**config.mk**
```make
export PLATFORM = sky130hd
export DESIGN_NAME = dsep_data_separator
export DESIGN_NICKNAME = d
export VERILOG_FILES = /design/src/rtl/dsep_pkg.sv /design/src/rtl/dsep_sync_edge.sv /design/src/rtl/dsep_interval_counter.sv /design/src/rtl/dsep_cell_classifier.sv /design/src/rtl/dsep_bit_decoder.sv /design/src/rtl/dsep_data_separator.sv
export SDC_FILE = /design/constraint.sdc
export NUM_CORES = 1
export LEC_CHECK = 0
export BUFFER_PORTS_ARGS = -buffer_cell sky130_fd_sc_hd__buf_4
export CAP_MARGIN = 40
export CORE_ASPECT_RATIO = 0.8
export CORE_MARGIN = 2
export CORE_UTILIZATION = 45
export DETAILED_ROUTE_END_ITERATION = 12
export SYNTH_ARGS = -nofsm -noshare
export SYNTH_HDL_FRONTEND = slang
export SYNTH_SLANG_ARGS = --single-unit
```
**constraint.sdc**
```tcl
create_clock -name clk -period 3.4 [get_ports clk]
set_clock_uncertainty 0.1 [all_clocks]
set_input_delay 0.68 -clock clk [delete_from_list [all_inputs] [get_ports clk]]
set_output_delay 0.68 -clock clk [all_outputs]
set_load 0.05 [all_outputs]
```
**src/rtl/dsep_pkg.sv**
```systemverilog
`timescale 1ns/1ps
// Shared constants and types for the data separator.
// Assumes at most four nominal cells between legal transitions.
package dsep_pkg;
    localparam int MAX_CELLS = 4;
    localparam int CELLS_W   = 3;
    typedef logic [CELLS_W-1:0] cells_t;
endpackage

```
**src/rtl/dsep_sync_edge.sv**
```systemverilog
`timescale 1ns/1ps
// Synchroniser and rising-edge detector for the raw read input.
// Assumes the input is asynchronous; pulse is one cycle wide per rise.
module dsep_sync_edge #(
    parameter int SYNC_STAGES = 2
) (
    input  logic clk,
    input  logic rst_n,
    input  logic din,
    output logic pulse
);
    logic [SYNC_STAGES-1:0] sync_q;
    logic                   prev_q;

    // Shift the input through the synchroniser and keep the last stage.
    always_ff @(posedge clk) begin
        if (!rst_n) begin
            sync_q <= '0;
            prev_q <= 1'b0;
        end else begin
            sync_q <= {sync_q[SYNC_STAGES-2:0], din};
            prev_q <= sync_q[SYNC_STAGES-1];
        end
    end

    assign pulse = sync_q[SYNC_STAGES-1] & ~prev_q;

    // an edge never lasts more than one cycle
    p_edge_single_r1: assert property (@(posedge clk) disable iff (!rst_n)
        pulse |=> !pulse);
endmodule

```
**src/rtl/dsep_interval_counter.sv**
```systemverilog
`timescale 1ns/1ps
// Interval counter restarted by every pulse, plus the slot-parity tracker.
// Captures the tick count between pulses; saturates past the longest legal gap.
module dsep_interval_counter #(
    parameter int CELL_TICKS = 10,
    parameter int SAT        = 50,
    parameter int CNT_W      = 6
) (
    input  logic             clk,
    input  logic             rst_n,
    input  logic             pulse,
    output logic [CNT_W-1:0] ivl_q,
    output logic             ivl_stb,
    output logic             slot_par
);
    localparam int HALF  = CELL_TICKS / 2;
    localparam int SUB_W = $clog2(CELL_TICKS);

    logic [CNT_W-1:0] cnt_q;
    logic [SUB_W-1:0] sub_q;

    // Count ticks since the last pulse and capture the total at each pulse.
    always_ff @(posedge clk) begin
        if (!rst_n) begin
            cnt_q   <= '0;
            ivl_q   <= '0;
            ivl_stb <= 1'b0;
        end else begin
            ivl_stb <= pulse;
            if (pulse) begin
                ivl_q <= cnt_q;
                cnt_q <= CNT_W'(1);
            end else if (cnt_q != CNT_W'(SAT)) begin
                cnt_q <= cnt_q + 1'b1;
            end
        end
    end

    // Track which nominal slot is nearest, flipping at each half-cell point.
    always_ff @(posedge clk) begin
        if (!rst_n) begin
            sub_q    <= '0;
            slot_par <= 1'b0;
        end else if (pulse) begin
            sub_q    <= '0;
            slot_par <= 1'b0;
        end else begin
            sub_q <= (sub_q == SUB_W'(CELL_TICKS-1)) ? '0 : sub_q + 1'b1;
            if (sub_q == SUB_W'(HALF-1))
                slot_par <= ~slot_par;
        end
    end
endmodule

```
**src/rtl/dsep_cell_classifier.sv**
```systemverilog
`timescale 1ns/1ps
// Rounds a tick interval to a whole number of nominal cells.
// Thresholds lie halfway between cell counts; beyond MAX_CELLS+0.5 is over.
module dsep_cell_classifier
    import dsep_pkg::*;
#(
    parameter int CELL_TICKS = 10,
    parameter int CNT_W      = 6
) (
    input  logic [CNT_W-1:0] ivl,
    output cells_t           cells,
    output logic             over
);
    localparam int CMP_W = CNT_W + 2;

    logic [MAX_CELLS:1] below;
    logic [CMP_W-1:0]   twice;

    assign twice = {1'b0, ivl, 1'b0};

    // One comparator per cell count against its upper half-way threshold.
    for (genvar n = 1; n <= MAX_CELLS; n++) begin : g_thr
        assign below[n] = twice < CMP_W'((2*n+1)*CELL_TICKS);
    end

    // Pick the smallest cell count whose threshold is not reached.
    always_comb begin
        cells = '0;
        over  = 1'b1;
        for (int n = MAX_CELLS; n >= 1; n--) begin
            if (below[n]) begin
                cells = CELLS_W'(n);
                over  = 1'b0;
            end
        end
    end
endmodule

```
**src/rtl/dsep_bit_decoder.sv**
```systemverilog
`timescale 1ns/1ps
// Turns classified intervals into data bits for MFM or FM.
// Tracks whether the last transition sat in a data or a clock slot.
// Assumes interval events are at least two cycles apart.
module dsep_bit_decoder
    import dsep_pkg::*;
(
    input  logic   clk,
    input  logic   rst_n,
    input  logic   mfm_sel,
    input  logic   ivl_stb,
    input  cells_t cells,
    input  logic   over,
    input  logic   slot_par,
    output logic   dbit,
    output logic   dbit_valid,
    output logic   data_window,
    output logic   interval_err
);
    logic armed_q, ref_data_q, pend_valid_q, pend_bit_q;
    logic bad;
    logic [1:0] n_emit;
    logic b0, b1, nxt_ref;

    // Decode table: bits to emit and next slot kind for this interval.
    always_comb begin
        bad     = 1'b0;
        n_emit  = 2'd0;
        b0      = 1'b0;
        b1      = 1'b0;
        nxt_ref = ref_data_q;
        if (over) begin
            bad = 1'b1;
        end else if (mfm_sel) begin
            if (ref_data_q) begin
                unique case (cells)
                    3'd2:    begin n_emit = 2'd1; b0 = 1'b1; nxt_ref = 1'b1; end
                    3'd3:    begin n_emit = 2'd1; b0 = 1'b0; nxt_ref = 1'b0; end
                    3'd4:    begin n_emit = 2'd2; b0 = 1'b0; b1 = 1'b1; nxt_ref = 1'b1; end
                    default: bad = 1'b1;
                endcase
            end else begin
                unique case (cells)
                    3'd2:    begin n_emit = 2'd1; b0 = 1'b0; nxt_ref = 1'b0; end
                    3'd3:    begin n_emit = 2'd2; b0 = 1'b0; b1 = 1'b1; nxt_ref = 1'b1; end
                    default: bad = 1'b1;
                endcase
            end
        end else begin
            if (!ref_data_q) begin
                unique case (cells)
                    3'd1:    begin n_emit = 2'd1; b0 = 1'b1; nxt_ref = 1'b1; end
                    3'd2:    begin n_emit = 2'd1; b0 = 1'b0; nxt_ref = 1'b0; end
                    default: bad = 1'b1;
                endcase
            end else begin
                if (cells == 3'd1) nxt_ref = 1'b0;
                else               bad = 1'b1;
            end
        end
    end

    // Register the outcome of each interval and drain a pending second bit.
    always_ff @(posedge clk) begin
        if (!rst_n) begin
            armed_q      <= 1'b0;
            ref_data_q   <= mfm_sel;
            pend_valid_q <= 1'b0;
            pend_bit_q   <= 1'b0;
            dbit         <= 1'b0;
            dbit_valid   <= 1'b0;
            interval_err <= 1'b0;
        end else begin
            dbit_valid   <= 1'b0;
            interval_err <= 1'b0;
            if (ivl_stb) begin
                if (!armed_q) begin
                    armed_q    <= 1'b1;
                    ref_data_q <= mfm_sel;
                end else if (bad) begin
                    interval_err <= 1'b1;
                    ref_data_q   <= mfm_sel;
                end else begin
                    dbit_valid   <= (n_emit != 2'd0);
                    dbit         <= b0;
                    pend_valid_q <= (n_emit == 2'd2);
                    pend_bit_q   <= b1;
                    ref_data_q   <= nxt_ref;
                end
            end else if (pend_valid_q) begin
                dbit_valid   <= 1'b1;
                dbit         <= pend_bit_q;
                pend_valid_q <= 1'b0;
            end
        end
    end

    assign data_window = ref_data_q ^ slot_par;

    // the reference pulse emits nothing
    p_first_ref_silent_r5: assert property (@(posedge clk) disable iff (!rst_n)
        (ivl_stb && !armed_q) |=> (!dbit_valid && !interval_err));
    // an over-long interval gives an error and no bit
    p_err_on_overflow_r6: assert property (@(posedge clk) disable iff (!rst_n)
        (ivl_stb && over && armed_q) |=> (interval_err && !dbit_valid));
    // a new interval never meets an undrained second bit
    p_no_collision_r9: assert property (@(posedge clk) disable iff (!rst_n)
        ivl_stb |-> !pend_valid_q);
    // bursts stop after two bits
    p_burst_max_two_r9: assert property (@(posedge clk) disable iff (!rst_n)
        (dbit_valid && $past(dbit_valid)) |=> !dbit_valid);
endmodule

```
**src/rtl/dsep_data_separator.sv**
```systemverilog
`timescale 1ns/1ps
// Counter-based data separator: flux pulses in, decoded data bits out.
// Assumes a static mode between resets and CELL_TICKS of at least 4.
module dsep_data_separator
    import dsep_pkg::*;
#(
    parameter int CELL_TICKS  = 10,
    parameter int SYNC_STAGES = 2
) (
    input  logic clk,
    input  logic rst_n,
    input  logic mfm_sel,
    input  logic rd_flux,
    output logic dbit,
    output logic dbit_valid,
    output logic data_window,
    output logic interval_err
);
    localparam int SAT   = (MAX_CELLS + 1) * CELL_TICKS;
    localparam int CNT_W = $clog2(SAT + 1);

    logic             pulse;
    logic [CNT_W-1:0] ivl;
    logic             ivl_stb;
    logic             slot_par;
    cells_t           cells;
    logic             over;

    dsep_sync_edge #(.SYNC_STAGES(SYNC_STAGES)) u_sync (
        .clk(clk), .rst_n(rst_n), .din(rd_flux), .pulse(pulse)
    );

    dsep_interval_counter #(.CELL_TICKS(CELL_TICKS), .SAT(SAT), .CNT_W(CNT_W)) u_cnt (
        .clk(clk), .rst_n(rst_n), .pulse(pulse),
        .ivl_q(ivl), .ivl_stb(ivl_stb), .slot_par(slot_par)
    );

    dsep_cell_classifier #(.CELL_TICKS(CELL_TICKS), .CNT_W(CNT_W)) u_cls (
        .ivl(ivl), .cells(cells), .over(over)
    );

    dsep_bit_decoder u_dec (
        .clk(clk), .rst_n(rst_n), .mfm_sel(mfm_sel),
        .ivl_stb(ivl_stb), .cells(cells), .over(over), .slot_par(slot_par),
        .dbit(dbit), .dbit_valid(dbit_valid),
        .data_window(data_window), .interval_err(interval_err)
    );

    // every burst of bits starts right after an interval event
    p_bits_follow_event_r3: assert property (@(posedge clk) disable iff (!rst_n)
        $rose(dbit_valid) |-> $past(ivl_stb));
endmodule

```
==> results of run 1 <==
-- placed cells by master (no fill, tap or decap), types with 3 or more instances in the layout --
cell type  netlist  final
clkbuf_8         0      3
a22o_1           6      6
nand2_1          9      9
ha_1             6      6
nand2b_1         6      6
dfxtp_1         27     27
inv_1            6      6
o21ai_0          3      3
a21oi_1          6      6
and2_1           4      4
xnor2_1          4      4
a31oi_1          3      3
nor2_1          16     16
nor2b_1          3      3
nand3_1          4      4
xor2_1           4      4
and3_1           4      4
buf_4            0      7
-- power by group through the flow --
stage / sequential [uW] / clock, uW / combinational [uW]
global route: 355 / 256 / 57.6
finish: 353 / 231 / 50.9
CTS: 353 / 240 / 51.1
global placement: 360 / 0 / 49.0
floorplan: 354 / 0 / 42.4
detailed placement: 360 / 0 / 50.7
-- critical path: cells and delay by family (launching register included) --
kind	cells	cell delay, ps
xor gates and xnor gates	1	190
buffers and inverters	1	210
DFF	1	630
-- sequential cells by signal (all words and copies together), names as in the netlist --
register,count
u_cnt.cnt_q,6
u_cnt.ivl_q,6
u_cnt.sub_q,4
u_sync.sync_q,2
u_cnt.ivl_stb,1
u_cnt.slot_par,1
u_dec.armed_q,1
u_dec.dbit,1
u_dec.dbit_valid,1
u_dec.interval_err,1
u_dec.pend_bit_q,1
u_dec.pend_valid_q,1
u_dec.ref_data_q,1
u_sync.prev_q,1
-- cell type report --
| type | count | area, sq um |
|---|---|---|
| Sequential cell | 28 | 570.5 |
| Timing Repair Buffer | 7 | 52.55 |
| Fill cell | 286 | 1510 |
| Clock buffer | 4 | 66.31 |
| Tap cell | 40 | 50.05 |
| Multi-Input combinational cell | 115 | 813.3 |
| Inverter | 6 | 22.52 |
-- per-layer routing --
layer,track usage [%],share of wire [%],wire length [um],vias to the layer above
li1,-,-,-,571
met1,23.35,50,1348,529
met2,26.47,44,1195,38
met3,4.321,5.2,142,2
met4,3.061,0.67,18,0
met5,0,0,0,-
-- worst max path at each step --
stage	start	to	slack, ps	cells past startpoint
finish	u_dec.ref_data_q$_DFFE_PP_	data_window	1320	2
global route	u_dec.ref_data_q$_DFFE_PP_	data_window	1250	2
CTS	u_dec.ref_data_q$_DFFE_PP_	data_window	1300	2
detailed placement	mfm_sel	u_dec.ref_data_q$_DFFE_PP_	1270	6
global placement	mfm_sel	u_dec.ref_data_q$_DFFE_PP_	1320	6
floorplan	u_dec.ref_data_q$_DFFE_PP_	data_window	1170	2
-- cell families (layout without fill, tap and decap cells) --
kind of cell	Yosys count	count (layout)	share of synthesized area, %
and+or+nand+nor	58	58	21.38
AOI/OAI and AO/OA	40	40	22.50
DFF	28	28	39.31
buffers and inverters	15	17	4.654
xor gates and xnor gates	8	8	4.827
adders and majority gates	6	6	5.172
muxes	3	3	2.155
-- metrics by stage --
step	utilization, %	total power, uW	cells	hold slack (ps)	setup slack, ps
floorplan	-	396.9	158	311.9	1166
global placement	48.91	408.7	196	318.9	1319
detailed placement	48.91	411.0	196	328.3	1275
CTS	51.05	643.4	200	351.3	1305
global route	51.05	669.3	200	365.3	1245
finish	51.05	634.9	200	345.5	1320
==> metrics.txt, run 1 <==
# TYPE chip_impl_metric gauge
chip_impl_metric{name="worstMarginPinSlew",unit="ps"} 436.0
chip_impl_metric{name="insertion_delay",unit="ps"} 270
chip_impl_metric{name="combinationalPowerShare",unit="%"} 8.0
chip_impl_info{name="timing.hold.worst_endpoint",value="u_sync.sync_q[1]$_SDFF_PN0_"} 1
chip_impl_metric{name="power_switching_share",unit="%"} 22.92
chip_impl_metric{name="area_growth",unit="%"} 8.534
chip_impl_info{name="synth_most_common_cell",value="dfxtp_1"} 1
chip_impl_metric{name="relSlewSlack",unit="%"} 70.94
chip_impl_metric{name="clock.fmax",unit="MHz"} 480.8
chip_impl_metric{name="report.final.hold_viol_count",unit=""} 0
chip_impl_metric{name="fin_tns_setup",unit="ps"} 0
chip_impl_info{name="worst_hold_startpoint",value="u_sync.sync_q[0]$_SDFF_PN0_"} 1
chip_impl_metric{name="detail_route.wirelength",unit="um"} 2705
chip_impl_metric{name="dieHeight",unit="um"} 54.80
chip_impl_metric{name="grt_pass1_vias",unit=""} 999
chip_impl_metric{name="synthesis.area",unit="sq mm"} 0.001451
chip_impl_metric{name="synthesis.instances",unit=""} 158
chip_impl_info{name="tritoncts",value="done"} 1
chip_impl_metric{name="cap_viol_max_count",unit=""} 0
chip_impl_metric{name="worst_setup_hold_path_clk_slew",unit="ps"} 100
chip_impl_metric{name="grt_pass1_wl",unit="um"} 4650
chip_impl_metric{name="static_leakage_power",unit="uW"} 0.0006565
chip_impl_metric{name="timing.critical_path.arrival",unit="ps"} 1300
chip_impl_metric{name="p_int",unit="uW"} 489.3
chip_impl_metric{name="async_reset_ff_share",unit="%"} 0
chip_impl_metric{name="fin_crit",unit="ps"} 2080
chip_impl_metric{name="power.share.sequential",unit="%"} 55.5
chip_impl_metric{name="routabilityCongestion",unit=""} 0.8856
chip_impl_info{name="reg2reg_to",value="u_dec.ref_data_q$_DFFE_PP_"} 1
chip_impl_metric{name="die_w",unit="um"} 67.50
chip_impl_info{name="worstSetupStartpointType",value="flop"} 1
chip_impl_metric{name="port-buffer-count",unit=""} 7
chip_impl_metric{name="detail_route.iter0.violations",unit=""} 99
chip_impl_metric{name="total_half_perimeter_wirelength_after_legalization_and_detailed_placement",unit="um"} 2012
chip_impl_metric{name="die_area",unit="sq mm"} 0.003698
chip_impl_metric{name="pin_count",unit=""} 8
chip_impl_metric{name="timing_max_transition_violations_final",unit=""} 0
chip_impl_info{name="synth.largest_area_cell",value="dfxtp_1"} 1
chip_impl_metric{name="worst-r2r-cell-count",unit=""} 5
chip_impl_info{name="crit_chain",value="xor2_1, buf_4"} 1
chip_impl_metric{name="grt_overflow_total",unit=""} 0
chip_impl_metric{name="synth.distinct_cells",unit=""} 50
chip_impl_metric{name="critical_path_required_time",unit="ps"} 2620
chip_impl_metric{name="initial_utilization",unit="%"} 47.04
chip_impl_info{name="yosys-top-cells-count",value="27 x dfxtp_1, 16 x nor2_1, 9 x nand2_1"} 1
chip_impl_metric{name="post_cts_resized",unit=""} 0
chip_impl_info{name="synth_top_cells_by_area",value="dfxtp_1 37%, ha_1 5.2%, nor2_1 4.1%"} 1
chip_impl_metric{name="layout_cells_sized_above_1",unit="%"} 12.50
chip_impl_info{name="clock-root-buffer",value="clkbuf_8"} 1
chip_impl_info{name="rsz0062_at_grt",value="false"} 1
chip_impl_metric{name="hold_buffers",unit=""} 0
chip_impl_metric{name="globalRouteTotalUtil",unit="%"} 16.79
chip_impl_metric{name="post_synth_edffs",unit=""} 1
chip_impl_metric{name="wl_per_cell",unit="um"} 13.53
chip_impl_metric{name="clock_tree.buffer_depth",unit=""} 2
chip_impl_metric{name="power.density",unit="mW/mm^2"} 403.0
chip_impl_metric{name="power_frac_clock",unit="%"} 36.4
chip_impl_metric{name="syn_avg_cell_area",unit="sq um"} 9.186
chip_impl_metric{name="avgViaCountPerCell",unit=""} 5.700
chip_impl_metric{name="num_vias",unit=""} 1140
chip_impl_info{name="critPathSlowestCell",value="edfxtp_1"} 1
chip_impl_info{name="run_status",value="finished clean"} 1
chip_impl_metric{name="grt_start_max_net_pins",unit=""} 17
chip_impl_metric{name="final_nets",unit=""} 171
chip_impl_metric{name="remaining_routing_drc_violations",unit=""} 0
chip_impl_metric{name="ant_nets",unit=""} 0
chip_impl_metric{name="initial_antenna_violation_count",unit=""} 0
chip_impl_metric{name="worst-r2r-setup-slack",unit="ps"} 1360
chip_impl_metric{name="power_dissipated_by_switching_net_loads",unit="uW"} 145.5
chip_impl_metric{name="layout_worst_path_cycle_share",unit="%"} 61.17
chip_impl_info{name="ys.flop_type",value="dfxtp_1"} 1
chip_impl_metric{name="cts_max_level",unit=""} 1
chip_impl_metric{name="area_share_of_the_largest_cell_type_after_synthesis",unit="%"} 37.24
chip_impl_metric{name="dpl_cell_area",unit="sq mm"} 0.001509
chip_impl_metric{name="dr.pass1.iters",unit=""} 4
chip_impl_info{name="end_kind",value="output port"} 1
chip_impl_metric{name="cp_slowest_stage_delay",unit="ps"} 630
chip_impl_metric{name="irDropWorstVdd",unit="uV"} 221.3
chip_impl_metric{name="final-setup-viol-count",unit=""} 0
chip_impl_metric{name="core.rowCount",unit=""} 18
chip_impl_metric{name="worstHoldPathCells",unit=""} 1
chip_impl_metric{name="synth.ff_latch_count",unit=""} 28
chip_impl_metric{name="post_cts_setup_repair_bufs",unit=""} 0
chip_impl_info{name="hold_path_class",value="flop to flop"} 1
chip_impl_metric{name="finish.instance_area",unit="sq mm"} 0.001575
chip_impl_metric{name="coreArea",unit="sq mm"} 0.003085
chip_impl_metric{name="crit_path_max_fanout",unit=""} 13
chip_impl_metric{name="syn_nets",unit=""} 168
chip_impl_metric{name="cts_num_sinks",unit=""} 28
chip_impl_info{name="setup.worst_path.class",value="flop to output port"} 1
chip_impl_metric{name="number_of_buffers_created_by_cts",unit=""} 3
chip_impl_metric{name="yosysWarnings",unit=""} 0
chip_impl_info{name="worstReg2RegStart",value="u_cnt.ivl_q[5]$_SDFFE_PN0P_"} 1
chip_impl_metric{name="ys_seq_area_share",unit="%"} 39.31
chip_impl_metric{name="antenna_cells",unit=""} 0
(Power assumes the default switching activity.)
==> run 2: changes to the inputs <==
- clock period: 3.4 -> 1.7 ns (I/O delays scaled with it)
==> run 2 against run 1 <==
  * Clock-buffer cell count stayed put
  * The flow now finishes with violations (setup timing)
  * Sequential power is 98% higher
  * Largest power group unchanged
  * Sequential share of layout area is 5.8 points lower
  * Highest routed layer unchanged
==> metrics.txt, run 2 (synthesis gave the netlist of run 1 again) <==
# TYPE chip_impl_metric gauge
chip_impl_info{name="layout_common_cells",value="32 x buf_4, 22 x dfxtp_1, 15 x nor2_1, 9 x nand2_1, 6 x a22o_1"} 1
chip_impl_metric{name="port-buffer-count",unit=""} 7
chip_impl_metric{name="insertion_delay",unit="ps"} 270
chip_impl_metric{name="seq_area",unit="sq um"} 584.3
chip_impl_metric{name="multiInputGateArea",unit="sq um"} 877.1
chip_impl_metric{name="clock_tree.buffer_depth",unit=""} 2
chip_impl_metric{name="area_growth",unit="%"} 32.33
chip_impl_metric{name="grt_util_met3",unit="%"} 4.321
chip_impl_metric{name="static_leakage_power",unit="uW"} 0.0008313
chip_impl_metric{name="layout.core_utilization",unit="%"} 62.25
chip_impl_metric{name="timing_max_transition_violations_final",unit=""} 0
chip_impl_metric{name="power.density",unit="mW/mm^2"} 678.9
chip_impl_metric{name="timing.critical_path.arrival",unit="ps"} 1720
chip_impl_metric{name="final-setup-viol-count",unit=""} 5
chip_impl_metric{name="grt_overflow_total",unit=""} 0
chip_impl_info{name="hold_path_class",value="input port to flop"} 1
chip_impl_metric{name="remaining_routing_drc_violations",unit=""} 0
chip_impl_metric{name="number_of_buffers_created_by_cts",unit=""} 3
chip_impl_metric{name="total_half_perimeter_wirelength_after_legalization_and_detailed_placement",unit="um"} 2279
chip_impl_metric{name="irDropWorstVdd",unit="uV"} 446.1
chip_impl_metric{name="clock.fmax",unit="MHz"} 562.6
chip_impl_metric{name="cts_num_sinks",unit=""} 28
chip_impl_metric{name="die_area",unit="sq mm"} 0.003698
chip_impl_info{name="largest_registers",value="u_cnt.cnt_q x6, u_cnt.ivl_q x6, u_cnt.sub_q x4"} 1
chip_impl_info{name="worstSetupStartpointType",value="flop"} 1
chip_impl_info{name="end_kind",value="flop"} 1
chip_impl_metric{name="initial_antenna_violation_count",unit=""} 0
chip_impl_metric{name="die_w",unit="um"} 67.50
chip_impl_metric{name="dieHeight",unit="um"} 54.80
chip_impl_info{name="rsz0062_at_grt",value="true"} 1
chip_impl_info{name="run_status",value="finished with violations"} 1
chip_impl_metric{name="grt_start_max_net_pins",unit=""} 17
chip_impl_info{name="setup.worst_path.class",value="flop to flop"} 1
chip_impl_metric{name="grt_pass1_wl",unit="um"} 5464
chip_impl_metric{name="report.final.hold_viol_count",unit=""} 0
chip_impl_info{name="clock-root-buffer",value="clkbuf_8"} 1
chip_impl_metric{name="globalRouteTotalUtil",unit="%"} 19.80
chip_impl_metric{name="gr-usage-met2",unit="%"} 33.33
chip_impl_metric{name="cap_viol_max_count",unit=""} 0
chip_impl_metric{name="coreArea",unit="sq mm"} 0.003085
chip_impl_metric{name="wl_per_cell",unit="um"} 14.26
chip_impl_metric{name="detail_route.wirelength",unit="um"} 3294
chip_impl_metric{name="pin_count",unit=""} 8
chip_impl_metric{name="num_vias",unit=""} 1286
chip_impl_metric{name="detail_route.iter0.violations",unit=""} 55
chip_impl_metric{name="antenna_cells",unit=""} 0
chip_impl_metric{name="globalRouteMet1Util",unit="%"} 26.18
chip_impl_metric{name="layout_setup_ws",unit="ps"} -77.36
chip_impl_info{name="busiest_layer",value="met2"} 1
chip_impl_metric{name="routabilityCongestion",unit=""} 0.9150
chip_impl_metric{name="final_nets",unit=""} 202
chip_impl_metric{name="fin_crit",unit="ps"} 1777
chip_impl_info{name="final_common_cell",value="buf_4"} 1
chip_impl_metric{name="layout_cells_sized_above_1",unit="%"} 33.51
chip_impl_metric{name="grt_pass1_vias",unit=""} 1208
chip_impl_metric{name="critical_path_required_time",unit="ps"} 1640
chip_impl_metric{name="core.rowCount",unit=""} 18
chip_impl_metric{name="dpl_cell_area",unit="sq mm"} 0.001709
chip_impl_metric{name="ant_nets",unit=""} 0
chip_impl_metric{name="layout_worst_path_cycle_share",unit="%"} 104.6
chip_impl_metric{name="design_power_total",unit="uW"} 1304
chip_impl_info{name="tritoncts",value="done"} 1
chip_impl_metric{name="filler_cell_count",unit=""} 254
chip_impl_metric{name="hold_buffers",unit=""} 0
chip_impl_info{name="violations_in_the_final_reports",value="setup timing"} 1
chip_impl_metric{name="initial_utilization",unit="%"} 47.04
chip_impl_metric{name="dr.pass1.iters",unit=""} 4
chip_impl_metric{name="worst_setup_hold_path_clk_slew",unit="ps"} 100
chip_impl_metric{name="worstMarginPinSlew",unit="ps"} 432.2
chip_impl_metric{name="avgViaCountPerCell",unit=""} 5.567
chip_impl_metric{name="cts_max_level",unit=""} 1
chip_impl_metric{name="crit_path_max_fanout",unit=""} 4
chip_impl_metric{name="finish.instance_area",unit="sq mm"} 0.001921
chip_impl_metric{name="relSlewSlack",unit="%"} 71.08
## run 2: worst paths after layout
check / from / endpoint / slack [ps] / cells past startpoint
max: u_cnt.ivl_q[5]$_SDFFE_PN0P_ / u_dec.ref_data_q$_DFFE_PP_ / -80 / 5
min: rd_flux / u_sync.sync_q[0]$_SDFF_PN0_ / 180 / 2
max reg2reg: u_cnt.ivl_q[5]$_SDFFE_PN0P_ / u_dec.ref_data_q$_DFFE_PP_ / -80 / 5
min reg2reg: u_sync.sync_q[0]$_SDFF_PN0_ / u_sync.sync_q[1]$_SDFF_PN0_ / 350 / 1
## run 2: report_power, final
part           switching [uW]  internal, uW  total (uW)
clock                     208           256         464
sequential               22.5           675         698
combinational            74.9          67.1         142
total                     305           999        1300
## run 2: cell type report
class	count	area share, %
clock buffers	4	3.453
inverters	6	1.368
multi-input cells	115	45.67
flip-flops and latches	28	30.42
well taps	40	2.606
repair buffers	38	16.48
## run 2: what timing repair did
action	CTS	global route
setup buffers	6	3
pin swaps	10	7
endpoints found under the setup margin	6	7
gates resized for setup	15	8
## run 2: per-layer routing
| layer | part of all wire [%] | wire length (um) |
|---|---|---|
| met2 | 46 | 1529 |
| met4 | 0.39 | 13 |
| met5 | 0 | 0 |
| met1 | 49 | 1615 |
| met3 | 4.1 | 135 |
## run 2: metrics by stage
| step | setup TNS [ps] | std cells | setup WS (ps) | hold slack (ps) |
|---|---|---|---|---|
| after CTS | -321.4 | 228 | -90.90 | 171.4 |
| final | -258.2 | 231 | -77.36 | 175.3 |
| after global routing | -638.9 | 231 | -140.6 | 176.0 |
| after floorplan | -70.48 | 158 | -70.48 | 311.9 |
| after global placement | -149.2 | 218 | -84.73 | 319.5 |
| after detailed placement | -177.8 | 218 | -104.3 | 336.1 |
## run 2: critical path: stages (launching register included)
cell      delay, ps
dfxtp_2         360
or3b_4          400
o211ai_4        200
and3_4          240
a41o_1          170
o31ai_2          60
